## src/rtl/trap_ret_ctrl.sv

```systemverilog
module trap_ret_ctrl #(
  parameter int XLEN     = 32,
  parameter int CODE_W   = 5,
  parameter int ID_BIT   = 5,
  parameter int EP_BIT   = 6,
  parameter int NP_BIT   = 7,
  parameter int CAUSE_W  = 16,
  parameter logic [XLEN-1:0] CAUSE_BASE = 'h40,
  parameter logic [XLEN-1:0] VEC_LO     = 'h40,
  parameter logic [XLEN-1:0] VEC_HI     = 'h50
) (
  input  logic              clk,
  input  logic              rst_n,
  input  logic              i_trap_req,
  input  logic              i_ret_req,
  input  logic [CODE_W-1:0] i_trap_code,
  input  logic [XLEN-1:0]   i_pc,
  input  logic [XLEN-1:0]   i_psw,
  input  logic [XLEN-1:0]   i_eipc,
  input  logic [XLEN-1:0]   i_eipsw,
  input  logic [XLEN-1:0]   i_fepc,
  input  logic [XLEN-1:0]   i_fepsw,
  input  logic [XLEN-1:0]   i_cause,
  output logic              o_redirect,
  output logic [XLEN-1:0]   o_redirect_pc,
  output logic              o_ctx_we,
  output logic [XLEN-1:0]   o_eipc,
  output logic [XLEN-1:0]   o_eipsw,
  output logic              o_psw_we,
  output logic [XLEN-1:0]   o_psw,
  output logic              o_cause_we,
  output logic [XLEN-1:0]   o_cause
);

  localparam logic [XLEN-1:0] ID_MASK  = XLEN'(1) << ID_BIT;
  localparam logic [XLEN-1:0] EP_MASK  = XLEN'(1) << EP_BIT;
  localparam logic [XLEN-1:0] INSN_LEN = XLEN'(4);
  localparam int              SPLIT    = 1 << (CODE_W - 1);

  logic            take_trap, take_ret, use_fatal, hi_vec;
  logic [XLEN-1:0] code_ext, cause_lo, vector;

  assign take_trap = i_trap_req;
  assign take_ret  = i_ret_req & ~i_trap_req;
  assign use_fatal = i_psw[NP_BIT] & ~i_psw[EP_BIT];
  assign code_ext  = XLEN'(i_trap_code);
  assign hi_vec    = int'(i_trap_code) >= SPLIT;
  assign vector    = hi_vec ? VEC_HI : VEC_LO;
  assign cause_lo  = CAUSE_BASE + code_ext;

  always_ff @(posedge clk or negedge rst_n) begin
    if (!rst_n) begin
      o_redirect    <= 1'b0;
      o_redirect_pc <= '0;
      o_ctx_we      <= 1'b0;
      o_eipc        <= '0;
      o_eipsw       <= '0;
      o_psw_we      <= 1'b0;
      o_psw         <= ID_MASK;
      o_cause_we    <= 1'b0;
      o_cause       <= '0;
    end else begin
      o_redirect <= take_trap | take_ret;
      o_psw_we   <= take_trap | take_ret;
      o_ctx_we   <= take_trap;
      o_cause_we <= take_trap;
      if (take_trap) begin
        o_eipc        <= i_pc + INSN_LEN;
        o_eipsw       <= i_psw;
        o_psw         <= i_psw | EP_MASK | ID_MASK;
        o_cause       <= {i_cause[XLEN-1:CAUSE_W], cause_lo[CAUSE_W-1:0]};
        o_redirect_pc <= vector;
      end else if (take_ret) begin
        o_redirect_pc <= use_fatal ? i_fepc : i_eipc;
        o_psw         <= use_fatal ? i_fepsw : i_eipsw;
      end
    end
  end

  p_saved_pc_r2: assert property (@(posedge clk) disable iff (!rst_n)
    i_trap_req |=> o_ctx_we && o_eipc == $past(i_pc) + INSN_LEN && o_eipsw == $past(i_psw));

  p_cause_high_kept_r3: assert property (@(posedge clk) disable iff (!rst_n)
    i_trap_req |=> o_cause_we && o_cause[XLEN-1:CAUSE_W] == $past(i_cause[XLEN-1:CAUSE_W]));

  p_flags_raised_r4: assert property (@(posedge clk) disable iff (!rst_n)
    i_trap_req |=> o_psw[EP_BIT] && o_psw[ID_BIT]);

  p_vector_r5: assert property (@(posedge clk) disable iff (!rst_n)
    i_trap_req |=> (o_redirect_pc == VEC_LO || o_redirect_pc == VEC_HI));

  p_fatal_ctx_r6: assert property (@(posedge clk) disable iff (!rst_n)
    (i_ret_req && !i_trap_req && i_psw[NP_BIT] && !i_psw[EP_BIT])
      |=> o_redirect_pc == $past(i_fepc) && o_psw == $past(i_fepsw));

  p_strobe_r8: assert property (@(posedge clk) disable iff (!rst_n)
    (i_trap_req || i_ret_req) |=> o_redirect && o_psw_we);

  p_quiet_r8: assert property (@(posedge clk) disable iff (!rst_n)
    !(i_trap_req || i_ret_req) |=> !o_redirect && !o_psw_we && !o_ctx_we && !o_cause_we);

  p_ret_keeps_ctx_r8: assert property (@(posedge clk) disable iff (!rst_n)
    (i_ret_req && !i_trap_req) |=> !o_ctx_we && !o_cause_we && $stable(o_eipc) && $stable(o_cause));

endmodule

```

## config.mk

```make
export PLATFORM = sky130hd
export DESIGN_NAME = trap_ret_ctrl
export DESIGN_NICKNAME = d
export VERILOG_FILES = /design/src/rtl/trap_ret_ctrl.sv
export SDC_FILE = /design/constraint.sdc
export NUM_CORES = 1
export LEC_CHECK = 0
export BUFFER_PORTS_ARGS = -buffer_cell sky130_fd_sc_hd__buf_2
export CAP_MARGIN = 20
export CORE_AREA = 3 3 155 157
export DETAILED_ROUTE_END_ITERATION = 8
export DIE_AREA = 0 0 158 160
export PLACE_DENSITY = 0.67
export SYNTH_ARGS = -nofsm -noshare
export SYNTH_HDL_FRONTEND = slang
export SYNTH_SLANG_ARGS = --single-unit
```

## constraint.sdc

```tcl
create_clock -name clk -period 1.1 [get_ports clk]
set_input_delay 0.055 -clock clk [delete_from_list [all_inputs] [get_ports clk]]
set_output_delay 0.055 -clock clk [all_outputs]
set_load 0.05 [all_outputs]
```

# Word level (Yosys, flattened, before mapping)
# Index checks and enable logic that the tools add are counted.
# Widths: inputs -> output; s select.
[word_totals]
regBits = 162
inputBits = 233
out_inout_bits = 164
[classes]
n_addsub = 2
n_lt_le_gt_ge = 1
muxes = 7
bitwise_logic = 5
n_reduce_logical = 1
[ops]
columns = ["cell", "n"]
rows = [
  ["$mux 32", 6],
  ["$add 32x3->32 const B", 1],
  ["$add 7x5->8 const A", 1],
  ["$ge 5x5->1 const B", 1],
  ["$mux 5", 1],
  ["$and 1x1->1", 2],
  ["$not 1->1", 2],
  ["$reduce_bool 2->1", 1],
  ["$or 1x1->1", 1],
]

# Logic depth before layout (Yosys ltp)
[logic_depth]
depth_word = 5
depth_mapped = 6

# Least setup slack after synthesis
# OpenSTA, ideal clock, no wires.
[synth_path]
path_kind = "input -> register"
from = "input i_pc[14]"
to = "register o_eipc[30]"
arrival_time_ns = 1.454
required_ns = 1.018
slack_ns = -0.436
stages = 5
path_buffers = 1
path_cell_list = "nand3_2 > or4_4 > buf_6 > or4_1 > a31oi_1"
[synth_between]
elab_chain_len = 1
[synth_lines]
columns = ["element", "line", "rtl"]
rows = [
  ["from (decl)", "17", "input logic [XLEN-1:0] i_pc,"],
  ["$add 32x3->32", "68", "o_eipc <= i_pc + INSN_LEN;"],
  ["to (signal assigned)", "68", ""],
  ["to (decl)", "27", "output logic [XLEN-1:0] o_eipc,"],
]
# Every way passes these cells.
# A chain may end at the register's enable or synchronous reset.

# Worst setup path in the final report
[layout_path]
from = "register o_psw[5]"
to = "output o_psw[5]"
[layout_rtl]
columns = ["element", "line", "rtl"]
rows = [
  ["from (decl)", "30", "output logic [XLEN-1:0] o_psw,"],
  ["from (signal assigned)", "70", "o_psw <= i_psw | EP_MASK | ID_MASK;"],
  ["from (signal assigned)", "75", "o_psw <= use_fatal ? i_fepsw : i_eipsw;"],
]
# No word-level cell between the ends.

==> metrics list <==
- The final reports fail on negative setup slack.
- Hold timing on the final database bottoms out at a slack of 0.0122 ns.
- Avg Inst Size Synth: 10.1 sq um
* Clk Latency, worst-skew pair: 0.41 ns
- Of the total power, registers draw 35.7%.
- Setup total negative slack on the finished layout was measured at -0.178 ns.
- Clock tree from TritonCTS: yes
- The top cell type by area accounts for 52.7% of the synthesized area.
- Start-to-end type of the worst setup path: reg2out
- The run finished, with violations left.
- Post-route cell area: 12300 sq um
* Period utilization: 105%
* Worst Path Buf+Inv: 1
- Port buffering added 370 buffers.
- Primary FF master, synth: sky130_fd_sc_hd__dfrtp_1
* Synth Warn #: 0
* Proportion of layout cells with a drive suffix above 1: 43.0%
- For the worst setup path, the data required time is 1.04 ns.
- The number of different library cells used by synthesis comes to 38.
* Largest net degree at the start of global routing: 52
* Detailed Route WL: 26.3 mm
- On the final layout, the worst clock skew is 0 ns.
- Sum of net half-perimeters after detailed placement: 17.6 mm
- For this design the top-level I/O count stands at 397.
- Core area: 22600 sq um
* Clock Tree Root: sky130_fd_sc_hd__clkbuf_16
- Unrepaired setup endpoints after global routing: true
- Arrival time at the worst endpoint: 1.10 ns
- Summing all multi-input logic gate instances after layout gives 3110 sq um.
* Total of endpoints with negative setup slack in the final report: 6
- Power density relative to cell area: 1460 nW/um^2
- Net Switching: 6.02 mW
* Horizontal die dimension: 158 um
- Detail-routed via count per cell: 4.79
- Leading cell types by total area after synthesis: sky130_fd_sc_hd__dfrtp_1 (53%), sky130_fd_sc_hd__mux2i_1 (9.1%), sky130_fd_sc_hd__nor2_1 (4.9%)
- Leaving out filler cells and counting taps, the final layout contains 1536.
- The clock network accounts for 35.5% of the total power.
- STA classifies the critical path endpoint as an output pin.
- CP max stage cell: sky130_fd_sc_hd__dfstp_2
* Die footprint: 25300 sq um
- The congestion estimate from routability-driven global placement came to 0.822.
- TritonCTS created 17 clock buffers.
* Count of fill cells added during filler insertion: 1918
- Top cells by instance count after synthesis: sky130_fd_sc_hd__dfrtp_1 (151), sky130_fd_sc_hd__nor2_1 (94), sky130_fd_sc_hd__nand2_1 (70)
* Finished Core Util: 54.5%
- Worst slack, placed: -0.636 ns
- The number of pins with negative max-slew slack in the final report came to 0.
- Post-detailed-route DRC marker count: 0
- Static leakage: 6.29 nW
- The number of global-route vias before repair was 7610.
- Post-synthesis cell type with the largest combined area: sky130_fd_sc_hd__dfrtp_1
* Clock-pin slew of the registers on the worst-case setup and hold paths: 0.07 ns
- Gate power share: 28.9%
* Initial standard-cell utilization of the core: 31.7%
- Total power for the finished layout comes to 18.0 mW.
* Floorplan die height: 160 um
* Clock Sinks: 152
* Combined global-route utilization of all metal layers: 19.4%
- The clock tree synthesis step divided the H-tree into 4 levels.
* CP max FO: 2
- Starting DRT DRC Count: 427
- In the final layout, flip-flops and latches occupy 3810 sq um.
* Layout Nets: 1472
- Antenna Violating Nets Remaining: 0
* First drt pass iteration count: 7
- Final critical-path required period: 1.16 ns
* Number of flops mapped to enable cells by yosys: 0
- Across the run, the number of max-cap violations was 0.
* Number of synthesized register bits: 152
- F_max: 0.863 GHz
- STA classifies the critical path startpoint as a register.
* Async SR Flop Fraction: 100%
- Share of synthesized area occupied by flip-flops and latches: 53.1%
- In the final routed layout, each cell accounts on average for 17.1 um.
* Worst Setup Slack, final: -0.0589 ns
* Wire length of the first global-routing pass: 39.0 mm
- Walking the worst path, the cells encountered are buf_8.
* Fin. Hold Viols: 0
- From synthesis to final layout, the design area changed by 72.2%.
* Cell internal power dissipation: 11.9 mW
* Crit path largest cell delay: 0.55 ns
- The repair_antennas step left the layout with diodes totalling 0.
- Clk buf depth: 2
- Cell with the most instances after synthesis: sky130_fd_sc_hd__dfrtp_1
- Total vias in the final route: 7351
* Post-place instance area: 9850 sq um
* Class of the most critical hold timing path: in2reg
* Placement Rows: 55
- Max rail drop VDD: 0.856 mV
* Antenna violations before repair: 0
- Counting tap cells, the placed design contains a total of 1382 instances.
* Count of mapped cells out of synthesis: 707
* Largest delay contributor family on the critical path: flip-flops
* Proportion of total power due to net switching: 33.5%
- Total grt overflow: 0
- Cell area after synthesis: 7170 sq um
## layer usage
| metal | part of all wire [%] | vias to the layer above | global-route usage, % |
|---|---|---|---|
| met2 | 51 | 336 | 34.7 |
| met4 | 2.4 | 0 | 6.69 |
| li1 | - | 3518 | - |
| met3 | 8.2 | 56 | 5.75 |
| met1 | 38 | 3441 | 21.9 |
| met5 | 0 | - | 0 |
## power by group through the flow
stage	sequential (mW)	combinational (mW)	clock, mW
after CTS	6.38	5.02	6.53
final	6.41	5.18	6.37
after detailed placement	6.44	4.42	0
after global placement	6.43	4.37	0
after floorplan	8.20	1.09	0
after global routing	6.46	5.48	6.79
## cell type report
class,count,share of cell area (%)
flip-flops and latches,152,30.9
well taps,285,2.89
multi-input cells,468,25.2
clock inverters,12,1.54
repair buffers,561,34.7
inverters,38,1.16
clock buffers,20,3.62
## tightest hold or removal path: stages
cell	delay (ns)
sky130_fd_sc_hd__buf_2	0.10
sky130_fd_sc_hd__mux2i_1	0.14
sky130_fd_sc_hd__a211oi_1	0.09
## worst paths after layout
path                                   startpoint  slack [ns]  cells after the start                       endpoint
setup / recovery             o_psw[5]$_DFFE_PN1P_       -0.06                      1                       o_psw[5]
hold / removal                         i_eipc[21]        0.01                      3  o_redirect_pc[21]$_DFFE_PN0P_
setup reg to reg             o_psw[6]$_DFFE_PN0P_        0.16                      3           o_psw[6]$_DFFE_PN0P_
hold reg to reg            o_cause[6]$_DFFE_PN0P_        0.49                      1         o_cause[6]$_DFFE_PN0P_
max in group asynchronous                   rst_n        0.42                      3           o_psw[9]$_DFFE_PN0P_
min in group asynchronous                   rst_n        0.11                      2          o_eipc[5]$_DFFE_PN0P_
## cell families after synthesis
| logic type | synth area share [%] |
|---|---|
| DFF | 53.1 |
| adders and majority gates | 0.175 |
| and+or+nand+nor | 13.2 |
| other | 0.0523 |
| muxes | 13.0 |
| buffers and inverters | 5.92 |
| AOI/OAI and AO/OA | 12.8 |
| xor gates and xnor gates | 1.71 |
## registers in the layout (all words and copies together) (netlist names)
name / count
o_cause: 22
o_cause_we: 1
o_eipc: 32
o_eipsw: 32
o_psw: 32
o_psw_we: 1
o_redirect_pc: 32
## cell usage in the layout (no fill, tap or decap), types with 5 or more instances in the layout
cell type | Yosys | routed
sky130_fd_sc_hd__a211o_1 | 31 | 31
sky130_fd_sc_hd__a211oi_1 | 30 | 30
sky130_fd_sc_hd__a21oi_1 | 17 | 17
sky130_fd_sc_hd__a31oi_1 | 14 | 14
sky130_fd_sc_hd__buf_12 | 0 | 9
sky130_fd_sc_hd__buf_2 | 6 | 201
sky130_fd_sc_hd__buf_4 | 12 | 184
sky130_fd_sc_hd__buf_6 | 1 | 44
sky130_fd_sc_hd__clkbuf_16 | 0 | 17
sky130_fd_sc_hd__clkbuf_4 | 0 | 13
sky130_fd_sc_hd__conb_1 | 1 | 10
sky130_fd_sc_hd__dfrtp_1 | 151 | 149
sky130_fd_sc_hd__dlygate4sd3_1 | 0 | 104
sky130_fd_sc_hd__inv_1 | 38 | 38
sky130_fd_sc_hd__mux2_2 | 25 | 25
sky130_fd_sc_hd__mux2i_1 | 65 | 65
sky130_fd_sc_hd__nand2_1 | 70 | 70
sky130_fd_sc_hd__nand3_1 | 11 | 7
sky130_fd_sc_hd__nor2_1 | 94 | 94
sky130_fd_sc_hd__nor4_1 | 5 | 5
sky130_fd_sc_hd__o21ai_0 | 36 | 36
sky130_fd_sc_hd__or2_2 | 5 | 5
sky130_fd_sc_hd__or4_1 | 8 | 6
sky130_fd_sc_hd__xnor2_1 | 10 | 10
## timing repair
action | 4_1_cts | 5_1_grt
setup endpoints to repair | 143 | 64
gates cloned | 1 | 0
setup buffers | 8 | 7
pin swaps | 15 | 15
hold endpoints to repair | 269 | 4
gates resized for setup | 157 | 75
hold buffers | 107 | 2
Power figures use the tool's default switching activity.
